### src/rtl/fault_rec_pkg.sv
package fault_rec_pkg;
  localparam int WORD_W    = 64;
  localparam int TYPE_W    = 3;
  localparam int RID_W     = 16;
  localparam int ADDR_W    = 32;
  localparam int PARAM_W   = 10;
  localparam int VALID_BIT = 63;
  localparam int PEND_BIT  = 62;
  localparam int TYPE_LSB  = 59;
  localparam int RID_LSB   = 37;
  localparam int EN_BIT    = 63;
  localparam int PARAM_LSB = 10;

  typedef enum logic [1:0] {
    IDX_STATUS = 2'd0,
    IDX_CTRL   = 2'd1,
    IDX_OVF    = 2'd2,
    IDX_NONE   = 2'd3
  } reg_idx_e;
endpackage

### src/rtl/fault_ctrl_reg.sv
module fault_ctrl_reg
  import fault_rec_pkg::*;
(
  input  logic              clk_i,
  input  logic              rst_ni,
  input  logic              we_i,
  input  logic [WORD_W-1:0] wdata_i,
  output logic [WORD_W-1:0] ctrl_o
);
  localparam logic [WORD_W-1:0] KEEP_MASK =
    (WORD_W'(1) << EN_BIT) | (((WORD_W'(1) << PARAM_W) - 1) << PARAM_LSB);

  logic [WORD_W-1:0] q;

  always_ff @(posedge clk_i or negedge rst_ni) begin
    if (!rst_ni)   q <= '0;
    else if (we_i) q <= wdata_i & KEEP_MASK;
  end

  assign ctrl_o = q;

  // reserved control bits never hold a 1
  a_r8_reserved_zero: assert property (@(posedge clk_i) disable iff (!rst_ni)
    (q & ~KEEP_MASK) == '0);
endmodule

### src/rtl/fault_status_reg.sv
module fault_status_reg
  import fault_rec_pkg::*;
(
  input  logic              clk_i,
  input  logic              rst_ni,
  input  logic              hit_i,
  input  logic [TYPE_W-1:0] type_i,
  input  logic [RID_W-1:0]  rid_i,
  input  logic [ADDR_W-1:0] addr_i,
  input  logic              ack_i,
  output logic [WORD_W-1:0] status_o
);
  logic [WORD_W-1:0] q, rec;
  logic              held, cap;

  assign held = q[VALID_BIT];
  assign cap  = hit_i && !held;

  always_comb begin
    rec = '0;
    rec[VALID_BIT] = 1'b1;
    rec[PEND_BIT]  = 1'b1;
    rec[TYPE_LSB +: TYPE_W] = type_i;
    rec[RID_LSB  +: RID_W]  = rid_i;
    rec[0 +: ADDR_W]        = addr_i;
  end

  // capture beats release when nothing is held
  always_ff @(posedge clk_i or negedge rst_ni) begin
    if (!rst_ni) q <= '0;
    else if (cap) q <= rec;
    else if (ack_i) begin
      q[VALID_BIT] <= 1'b0;
      q[PEND_BIT]  <= 1'b0;
    end
  end

  assign status_o = q;

  a_r2_capture: assert property (@(posedge clk_i) disable iff (!rst_ni)
    hit_i && !held |=> status_o[VALID_BIT] && status_o[PEND_BIT] &&
                       status_o[RID_LSB +: RID_W] == $past(rid_i));
  a_r4_hold: assert property (@(posedge clk_i) disable iff (!rst_ni)
    held && !ack_i |=> $stable(status_o));
  a_r6_release: assert property (@(posedge clk_i) disable iff (!rst_ni)
    held && ack_i |=> !status_o[VALID_BIT] && !status_o[PEND_BIT]);
  a_r3_no_capture: assert property (@(posedge clk_i) disable iff (!rst_ni)
    !held && !hit_i |=> !status_o[VALID_BIT]);
endmodule

### src/rtl/fault_ovf_counter.sv
module fault_ovf_counter #(
  parameter int WIDTH = 8
) (
  input  logic             clk_i,
  input  logic             rst_ni,
  input  logic             inc_i,
  output logic [WIDTH-1:0] count_o
);
  localparam logic [WIDTH-1:0] TOP = '1;

  logic [WIDTH-1:0] q;

  always_ff @(posedge clk_i or negedge rst_ni) begin
    if (!rst_ni)                 q <= '0;
    else if (inc_i && q != TOP)  q <= q + 1'b1;
  end

  assign count_o = q;

  a_r5_saturate: assert property (@(posedge clk_i) disable iff (!rst_ni)
    q == TOP |=> q == TOP);
  a_r4_count_step: assert property (@(posedge clk_i) disable iff (!rst_ni)
    inc_i && q != TOP |=> q == $past(q) + 1'b1);
  a_r4_count_idle: assert property (@(posedge clk_i) disable iff (!rst_ni)
    !inc_i |=> $stable(q));
endmodule

### src/rtl/iommu_fault_recorder.sv
module iommu_fault_recorder
  import fault_rec_pkg::*;
#(
  parameter int OVF_W = 8
) (
  input  logic              clk_i,
  input  logic              rst_ni,
  input  logic              fault_valid_i,
  input  logic [2:0]        fault_type_i,
  input  logic [15:0]       fault_rid_i,
  input  logic [31:0]       fault_addr_i,
  input  logic              wr_en_i,
  input  logic [1:0]        reg_idx_i,
  input  logic [63:0]       wdata_i,
  output logic [63:0]       rdata_o,
  output logic              irq_o
);
  logic [WORD_W-1:0] status, ctrl;
  logic [OVF_W-1:0]  ovf_cnt;
  logic              enabled, hit, ack, ctrl_we;

  assign enabled = ctrl[EN_BIT];
  assign hit     = fault_valid_i && enabled;
  assign ctrl_we = wr_en_i && reg_idx_i == IDX_CTRL;
  assign ack     = wr_en_i && reg_idx_i == IDX_STATUS && !wdata_i[PEND_BIT];

  fault_ctrl_reg u_ctrl (
    .clk_i   (clk_i),
    .rst_ni  (rst_ni),
    .we_i    (ctrl_we),
    .wdata_i (wdata_i),
    .ctrl_o  (ctrl)
  );

  fault_status_reg u_status (
    .clk_i    (clk_i),
    .rst_ni   (rst_ni),
    .hit_i    (hit),
    .type_i   (fault_type_i),
    .rid_i    (fault_rid_i),
    .addr_i   (fault_addr_i),
    .ack_i    (ack),
    .status_o (status)
  );

  fault_ovf_counter #(.WIDTH(OVF_W)) u_ovf (
    .clk_i   (clk_i),
    .rst_ni  (rst_ni),
    .inc_i   (hit && status[VALID_BIT]),
    .count_o (ovf_cnt)
  );

  always_comb begin
    unique case (reg_idx_i)
      IDX_STATUS: rdata_o = status;
      IDX_CTRL:   rdata_o = ctrl;
      IDX_OVF:    rdata_o = WORD_W'(ovf_cnt);
      default:    rdata_o = '0;
    endcase
  end

  assign irq_o = status[VALID_BIT];

  // disabled reporting never starts a record
  a_r3_disabled: assert property (@(posedge clk_i) disable iff (!rst_ni)
    !enabled && !irq_o |=> !irq_o);
  a_r10_irq_hold: assert property (@(posedge clk_i) disable iff (!rst_ni)
    irq_o && !ack |=> irq_o);
endmodule

### config.mk
export PLATFORM = sky130hd
export DESIGN_NAME = iommu_fault_recorder
export DESIGN_NICKNAME = d
export VERILOG_FILES = /design/src/rtl/fault_rec_pkg.sv /design/src/rtl/fault_ctrl_reg.sv /design/src/rtl/fault_status_reg.sv /design/src/rtl/fault_ovf_counter.sv /design/src/rtl/iommu_fault_recorder.sv
export SDC_FILE = /design/constraint.sdc
export NUM_CORES = 1
export LEC_CHECK = 0
export ABC_AREA = 1
export BUFFER_PORTS_ARGS = -buffer_cell sky130_fd_sc_hd__buf_2
export CELL_PAD_IN_SITES_DETAIL_PLACEMENT = 1
export CELL_PAD_IN_SITES_GLOBAL_PLACEMENT = 1
export CORE_ASPECT_RATIO = 0.5
export CORE_MARGIN = 5
export CORE_UTILIZATION = 28
export CTS_BUF_LIST = sky130_fd_sc_hd__clkbuf_2 sky130_fd_sc_hd__clkbuf_4 sky130_fd_sc_hd__clkbuf_8
export DETAILED_ROUTE_END_ITERATION = 7
export PLACE_DENSITY = 0.68
export SETUP_SLACK_MARGIN = 0.15
export SLEW_MARGIN = 0
export SYNTH_ARGS = -nofsm -noshare
export SYNTH_HDL_FRONTEND = slang
export SYNTH_HIERARCHICAL = 1
export SYNTH_SLANG_ARGS = --single-unit
### constraint.sdc
create_clock -name clk_i -period 1.81 [get_ports clk_i]
set_input_delay 0.0905 -clock clk_i [delete_from_list [all_inputs] [get_ports clk_i]]
set_output_delay 0.0905 -clock clk_i [all_outputs]
set_load 0.02 [all_outputs]
==> out/qor.yml, run 1 <==
status:
  status: "completed"
drt:
  ant_nets: 0
  first_iter_violations: 164
  drc_errors: 0
  wl_mm: 15.20
  via_count: 4405
  vias_per_cell: 4.306
  first_pass_iters: 4
  wl_per_cell_um: 14.86
synth:
  synth_area_leaders: "dfrtp_1 (39%), nand2_1 (23%), nand3_1 (15%)"
  yosysTopAreaCell: "dfrtp_1"
  yosysWarnings: 6
  ys_ff_latch: 71
  synthCells: 633
  synth_area_um2: 4554
  synth_ff_type: "dfrtp_1"
  synth_area_per_cell_um2: 7.195
  synth.top_cell.area_share_pct: 39.01
  async_reset_ff_share_pct: 100.0
  ys_types: 24
  yosysSeqAreaShare_pct: 39.01
  synth_edf_count: 0
sta:
  setup_tns_ps: 0
  hold_viol_final: 0
  min_period_over_period_pct: 79.26
  clock_skew_ps: 4.809
  slew_violations: 0
  min_period_ps: 1435
  fmax_mhz: 697.1
  fin_ws_ps: 375.5
  finalSetupViolations: 0
  rsz0062_at_grt: "false"
clocking:
  cts_root_buffer: "clkbuf_8"
  clk_transition_reported_paths_ps: 80
  cts_setup_buffers: 0
  numCtsBuffers: 9
  h-tree-depth: 3
  cts.sinks: 71
  cts_resized: 0
  hold_buffers: 61
  cts_tree: "built"
  cts_buffer_depth: 2
  insertion_delay_ps: 350
placement:
  place_area_um2: 5017
  hpwl_mm: 9.743
  dp_slack_ps: 357.0
  finalWeightedCongestion: 0.8183
  portBuffers: 122
final_layout:
  final_area_um2: 5811
  antenna_cells: 0
  drive_above_1_share_pct: 20.57
  nets: 920
  area_delta_synth_final_pct: 27.58
run:
  cap_violations: 0
setup_path:
  required_ps: 2050
  critPathMaxStageDelay_ps: 490
  path_buf_inv: 2
  cp-start-kind: "flip-flop"
  crit_family: "simple AND/OR/NAND/NOR gates"
  cp_slowest_cell: "dfrtp_1"
  cp_cell_sequence: "inv_1 > nor2_1 > buf_4 > nand2_1 > nor2_2 > nand3_1 > nand2_1 > nand2_1"
  cpMostUsedCell: "nand2_1"
  crit_type: "reg2reg"
  end_kind: "flip-flop"
  cp.arrival_ps: 1680
  path_max_fanout: 5
power_and_ir_drop:
  pwr_density_cell_nw_per_um2: 1047
  peakVddDrop_uv: 290.4
  cellLeakagePower_uw: 0.003293
  total_power_uw: 6082
floorplan:
  initial_utilization_pct: 29.09
  row_count: 32
  coreArea_um2: 15660
  die_h_um: 100.2
  die_x_um: 190.4
  io_pins: 186
  die-area_um2: 19070
min_path:
  hp-class: "in2reg"
global_route:
  antenna_found_initial: 0
  gr-total-overflow: 0
  grt_pass1_vias: 4810
  track_usage_pct: 16.27
  grt_pass1_wl_mm: 24.64
  grt_max_degree: 66
## registers in the layout (all words and copies together), names as in the netlist
signal,count
u_ctrl/ctrl_o,11
u_ovf/count_o,8
u_status/status_o,52
## tightest hold or removal path, cell delays in order
cell	delay (ps)
buf_2	80
nand3_1	90
nand2_1	70
## per-stage QoR
step,cells,util [%],hold slack [ps]
floorplan,695,-,-205.1
global placement,947,32.05,59.34
detailed placement,947,32.05,52.29
CTS,1023,37.12,0.7449
global route,1023,37.12,14.48
finish,1023,37.12,24.37
## path summary, 6_finish.rpt
kind	start	endpoint	slack (ps)	depth (start not counted)
worst max-delay path	u_status/status_o[62]	u_ovf/count_o[7]	380	8
min in group asynchronous	rst_ni	u_status/status_o[60]	210	2
worst max register to register	u_status/status_o[62]	u_ovf/count_o[7]	380	8
worst min-delay path	fault_rid_i[4]	u_status/status_o[41]	20	3
worst min register to register	u_status/status_o[2]	u_status/status_o[2]	470	2
max in group asynchronous	rst_ni	u_status/status_o[13]	1040	3
## layout make-up
| type | count | area, µm² |
|---|---|---|
| clock buffers | 12 | 165.2 |
| clock inverters | 3 | 17.52 |
| fillers | 2033 | 9844 |
| inverters | 13 | 56.30 |
| multi-input cells | 507 | 2172 |
| flip-flops and latches | 71 | 1777 |
| well taps | 221 | 276.5 |
| repair buffers | 196 | 1346 |
## synthesized netlist by cell type, types with 2 or more instances
master   count
inv_1        8
dfrtp_1     71
conb_1       2
inv_2        2
o21ai_0      2
buf_6       12
nor2_1       9
inv_4        3
nand2_8      2
buf_4       80
nand3_1    134
nand2_1    284
nor2_4       2
buf_2       11
nor3_1       2
## power breakdown
| group | internal (µW) | switching [µW] |
|---|---|---|
| clock | 599 | 622 |
| combinational | 771 | 1440 |
| sequential | 2240 | 410 |
## cell usage in the layout (no fill, tap or decap)
cell,count
nand2_1,284
nand3_1,134
buf_2,121
dfrtp_1,71
conb_1,64
dlygate4sd3_1,61
clkbuf_8,12
buf_4,12
nor2_1,8
inv_1,7
nor2_4,3
inv_4,3
inv_2,3
clkinv_2,2
buf_12,2
nand2_8,2
o21ai_0,2
nor3_2,1
clkinvlp_4,1
nand2_2,1
xor2_1,1
nand2_4,1
nor2_2,1
a21oi_1,1
xnor2_1,1
nor3_1,1
nor3b_1,1
ha_1,1
## layer usage
layer / wire [µm] / global-route usage (%) / up-vias
li1: - / - / 2201
met5: 0 / 0 / -
met1: 6657 / 19.20 / 2104
met3: 466 / 3.197 / 19
met2: 7814 / 30.40 / 81
met4: 264 / 4.413 / 0
## logic make-up after synthesis
logic type      synth area share [%]
compound gates                0.3296
xor+xnor                      0.3847
fa+ha+maj                     0.2747
buf+inv                        18.68
flops                          39.01
other cells                   0.1649
simple gates                   41.15
No activity file was read; power rests on OpenSTA's default activity.
==> inputs of run 2 (changes only) <==
- ABC_AREA: 1 -> 0
- PLACE_DENSITY: 0.68 -> 0.64
- clock period: 1.81 -> 1.3 ns (I/O delays scaled with it)
==> out/qor.yml, run 2 <==
clocking:
  cts.sinks: 71
  insertion_delay_ps: 340
  clk_transition_reported_paths_ps: 80
  h-tree-depth: 3
  cts_tree: "built"
  cts_root_buffer: "clkbuf_8"
  numCtsBuffers: 9
  cts_buffer_depth: 2
final_layout:
  fill_cells: 1831
  drive_above_1_share_pct: 50.89
  nets: 791
  antenna_cells: 0
  area_delta_synth_final_pct: 54.55
  layout_common_cells: "buf_4 (139), dfrtp_1 (68), buf_2 (66)"
  final_util_pct: 44.12
  multi_input_area_um2: 2494
  seqCellArea_um2: 1780
  final-instance-count-excl-fill: 901
  layout_commonest_cell: "buf_4"
  largest_reg_flops: 52
synth:
  synth_area_leaders: "dfrtp_1 (38%), mux2_4 (20%), mux2i_1 (14%)"
  synth.top_cell.area_share_pct: 37.97
  yosysSeqAreaShare_pct: 37.97
  synth_ff_type: "dfrtp_1"
  synth_area_per_cell_um2: 12.15
  synthCells: 385
  ys_types: 39
  async_reset_ff_share_pct: 100.0
  yosysWarnings: 6
  synth_most_common_cell: "dfrtp_1"
  yosysTopAreaCell: "dfrtp_1"
  synth_area_um2: 4679
  netlist_top_cells_count: "dfrtp_1 (71), buf_4 (66), mux2i_1 (64)"
  synth_edf_count: 0
  ys_ff_latch: 71
floorplan:
  die_h_um: 101.4
  coreArea_um2: 16390
  io_pins: 186
  die-area_um2: 19550
  die_x_um: 192.8
  row_count: 33
  initial_utilization_pct: 28.55
global_route:
  antenna_found_initial: 0
  grt_pass1_vias: 4094
  grt_max_degree: 36
  grt_pass1_wl_mm: 21.19
  gr-total-overflow: 0
  track_usage_pct: 13.88
sta:
  slew_violations: 0
  rsz0062_at_grt: "true"
  fmax_mhz: 711.3
  setup_tns_ps: -4274
  min_period_over_period_pct: 108.2
  min_period_ps: 1406
  hold_viol_final: 0
  hold_ws_ps: 57.54
  clock_skew_ps: 10.63
  finalSetupViolations: 56
  fin_ws_ps: -106.0
placement:
  hpwl_mm: 8.457
  dp_cells: 740
  dp_slack_ps: -105.8
  finalWeightedCongestion: 0.7167
  portBuffers: 122
drt:
  routed.top_layer: "met4"
  first_pass_iters: 4
  ant_nets: 0
  vias_per_cell: 4.105
  drt-met1-wl_mm: 5.839
  dr_wl_met2_mm: 8.138
  drc_errors: 0
  first_iter_violations: 61
  wl_per_cell_um: 16.10
  via_count: 3699
  wl_met3_um: 394
  wl_mm: 14.51
setup_path:
  cp.arrival_ps: 1630
  crit_type: "reg2reg"
  end_kind: "flip-flop"
  required_ps: 1530
  cp-start-kind: "flip-flop"
  path_max_fanout: 8
power_and_ir_drop:
  peakVddDrop_uv: 646.2
  cellLeakagePower_uw: 0.003663
  pwr_density_cell_nw_per_um2: 1579
status:
  status: "finished, violations left"
  failed_checks: "negative setup slack"
run:
  cap_violations: 0
min_path:
  hp-class: "in2reg"
-- run 2: changes by cell type in the layout (fill, tap and decap cells not counted), moves of 6 or more --
cell       change
nand2_1      -283
nand3_1      -133
buf_4        +127
mux2_4        +62
mux2i_1       +62
buf_2         -55
nor2_1        +50
buf_6         +22
inv_1          -6
o2bb2ai_2      +6
-- run 2: layer usage --
| layer | global-route usage (%) | vias to the layer above |
|---|---|---|
| met5 | 0 | - |
| met4 | 3.122 | 0 |
| met3 | 2.583 | 11 |
| met2 | 27.18 | 57 |
| met1 | 15.73 | 1865 |
| li1 | - | 1766 |
-- run 2: final timing paths --
kind,start,to,slack (ps),cells past startpoint
min in group asynchronous,rst_ni,u_ctrl/ctrl_o[13],190,2
worst min register to register,u_status/status_o[29],u_status/status_o[29],520,1
worst min-delay path,wdata_i[62],u_status/status_o[62],60,3
worst max-delay path,u_ctrl/ctrl_o[63],u_status/status_o[25],-110,5
max in group asynchronous,rst_ni,u_ovf/count_o[5],570,3
worst max register to register,u_ctrl/ctrl_o[63],u_status/status_o[25],-110,5
-- run 2: kinds of logic after synthesis --
group | count (synthesis) | synth area share, %
AO/OA/AOI/OAI | 20 | 3.449
XOR/XNOR | 2 | 0.3744
adder cells (fa/ha/maj) | 1 | 0.2673
buffers and inverters | 89 | 16.63
flip-flops | 71 | 37.97
multiplexers | 128 | 33.98
other | 2 | 0.1605
AND/OR/NAND/NOR | 72 | 7.166
-- run 2: layout make-up --
type / count / area share, %
multi-input cells: 287 / 34.48
repair buffers: 299 / 33.98
flip-flops and latches: 71 / 24.62
well taps: 227 / 3.927
clock buffers: 13 / 2.388
clock inverters: 3 / 0.5536
inverters: 1 / 0.05190
-- run 2: worst max-delay path: stages, from the launching register on --
cell and delay (ps):
dfrtp_1 350, and2_4 140, nor2b_4 160, buf_4 170, clkbuf_16 180, mux2_4 300
-- run 2: where the power goes --
part	internal [µW]	switching, µW	total [µW]
Clock	1060	849	1910
Combinational	3660	2080	5740
Sequential	3160	616	3770
-- run 2: what timing repair did --
| item | CTS | global route |
|---|---|---|
| setup buffers | 42 | 36 |
| pin swaps | 8 | 10 |
| gates cloned | 2 | 2 |
| hold endpoints to repair | 133 | 0 |
| hold buffers | 63 | 0 |
| setup endpoints to repair | 111 | 113 |
| gates resized for setup | 91 | 9 |
-- run 2: stage by stage --
stage	cell area, µm²	power [µW]
finish	7232	11420
global placement	5353	7128
detailed placement	5353	7248
global route	7232	12090
floorplan	4927	6348
CTS	6884	10580
==> inputs of run 3 (changes only) <==
- clock period: 1.3 -> 1.24 ns (I/O delays scaled with it)
==> out/qor.yml, run 3 (synthesis results as in run 2) <==
global_route:
  grt_pass1_vias: 3952
  gr-total-overflow: 0
  antenna_found_initial: 0
  track_usage_pct: 13.28
  grt_max_degree: 36
  grt_pass1_wl_mm: 20.38
sta:
  min_period_over_period_pct: 114.6
  rsz0062_at_grt: "true"
  clock_skew_ps: 8.196
  slew_violations: 0
  hold_ws_ps: 132.2
  finalSetupViolations: 63
  hold_viol_final: 0
  fin_ws_ps: -180.8
  fmax_mhz: 703.8
  min_period_ps: 1421
final_layout:
  final_util_pct: 43.29
  area_delta_synth_final_pct: 51.63
  drive_above_1_share_pct: 49.54
  layout_common_cells: "buf_4 (123), dfrtp_1 (69), buf_2 (67)"
  antenna_cells: 0
  largest_reg_flops: 52
  nets: 771
  layout_commonest_cell: "buf_4"
  fill_cells: 1820
setup_path:
  crit_type: "reg2reg"
  cp_cell_sequence: "buf_4 > and3_4 > and4_4 > nand3_2 > mux2_4"
  path_max_fanout: 4
  cp_slowest_cell: "dfrtp_1"
  end_kind: "flip-flop"
  critPathMaxStageDelay_ps: 360
  required_ps: 1470
  cp.arrival_ps: 1650
  cp-start-kind: "flip-flop"
  r2r_slack_ps: -180
min_path:
  hp-class: "in2reg"
power_and_ir_drop:
  pwr_density_cell_nw_per_um2: 1690
  clkPwrFrac_pct: 20.1
  p_int_uw: 8278
  seqPwrFrac_pct: 32.9
  cellLeakagePower_uw: 0.003555
  peakVddDrop_uv: 585.8
  switching_share_pct: 30.97
  total_power_uw: 11990
  comb_power_share_pct: 47.1
  p_switching_uw: 3714
drt:
  first_pass_iters: 4
  first_iter_violations: 53
  vias_per_cell: 4.031
  wl_per_cell_um: 15.39
  drc_errors: 0
  wl_mm: 13.56
  ant_nets: 0
  via_count: 3551
floorplan:
  die_h_um: 101.4
  row_count: 33
  io_pins: 186
  initial_utilization_pct: 28.55
  coreArea_um2: 16390
  die-area_um2: 19550
  die_x_um: 192.8
run:
  cap_violations: 0
clocking:
  numCtsBuffers: 9
  cts_root_buffer: "clkbuf_8"
  insertion_delay_ps: 360
  cts.sinks: 71
  h-tree-depth: 3
  cts_tree: "built"
  cts_buffer_depth: 2
  clk_transition_reported_paths_ps: 80
placement:
  finalWeightedCongestion: 0.7186
  portBuffers: 122
  hpwl_mm: 8.345
status:
  failed_checks: "negative setup slack"
  status: "finished, violations left"
==> run 3: stage by stage <==
stage | cell area [µm²] | setup slack, ps | setup TNS [ps] | instances
2_1_floorplan | 4927 | -225.8 | -6480 | 447
3_3_place_gp | 5398 | -162.6 | -7295 | 741
3_5_place_dp | 5398 | -175.7 | -7901 | 741
4_1_cts | 6915 | -183.3 | -8290 | 860
5_1_grt | 7096 | -257.8 | -13050 | 881
6_report | 7096 | -180.8 | -8558 | 881
==> run 3: path summary, 6_finish.rpt <==
| path | startpoint | cells after the start | to |
|---|---|---|---|
| min | wdata_i[62] | 3 | u_status/status_o[62] |
| max | u_ctrl/ctrl_o[63] | 5 | u_ovf/count_o[5] |
| max reg2reg | u_ctrl/ctrl_o[63] | 5 | u_ovf/count_o[5] |
| min in group asynchronous | rst_ni | 2 | u_status/status_o[21] |
| max in group asynchronous | rst_ni | 3 | u_ovf/count_o[2] |
| min reg2reg | u_ctrl/ctrl_o[18] | 1 | u_ctrl/ctrl_o[18] |
==> run 3: critical path: cells and delay by family, from the launching register on <==
| kind | cells | cell delay (ps) |
|---|---|---|
| muxes | 1 | 290 |
| buffers and inverters | 1 | 130 |
| DFF | 1 | 360 |
| and+or+nand+nor | 3 | 520 |
==> run 3: per-layer routing <==
metal	wire length, µm	vias to the layer above	track usage (%)	share of wire [%]
met5	0	-	0	0
met4	165	0	2.793	1.2
met3	403	14	2.824	3.0
met2	7587	50	26.16	56
met1	5405	1763	14.79	40
li1	-	1724	-	-
==> run 3: timing repair <==
item / 4_1_cts / 5_1_grt
hold buffers: 63 / 0
setup endpoints to repair: 113 / 113
gates resized for setup: 92 / 5
endpoints found under the hold margin: 133 / 0
setup buffers: 40 / 21
pin swaps: 12 / 11
gates cloned: 0 / 0
==> run 3: power groups by stage <==
stage	combinational (µW)	sequential [µW]	clock, µW
final	5650	3940	2400
after global routing	6030	4060	2560
after CTS	5140	3910	2450
after detailed placement	3710	3930	0
after global placement	3600	3910	0
after floorplan	2870	3780	0
==> run 3: final cells by class <==
class | instances | area (µm²) | area share [%]
Clock buffer | 10 | 137.6 | 1.940
Clock inverter | 6 | 115.1 | 1.622
Inverter | 1 | 3.754 | 0.05290
Multi-Input combinational cell | 287 | 2524 | 35.57
Sequential cell | 71 | 1779 | 25.07
Tap cell | 227 | 284.0 | 4.003
Timing Repair Buffer | 279 | 2252 | 31.74
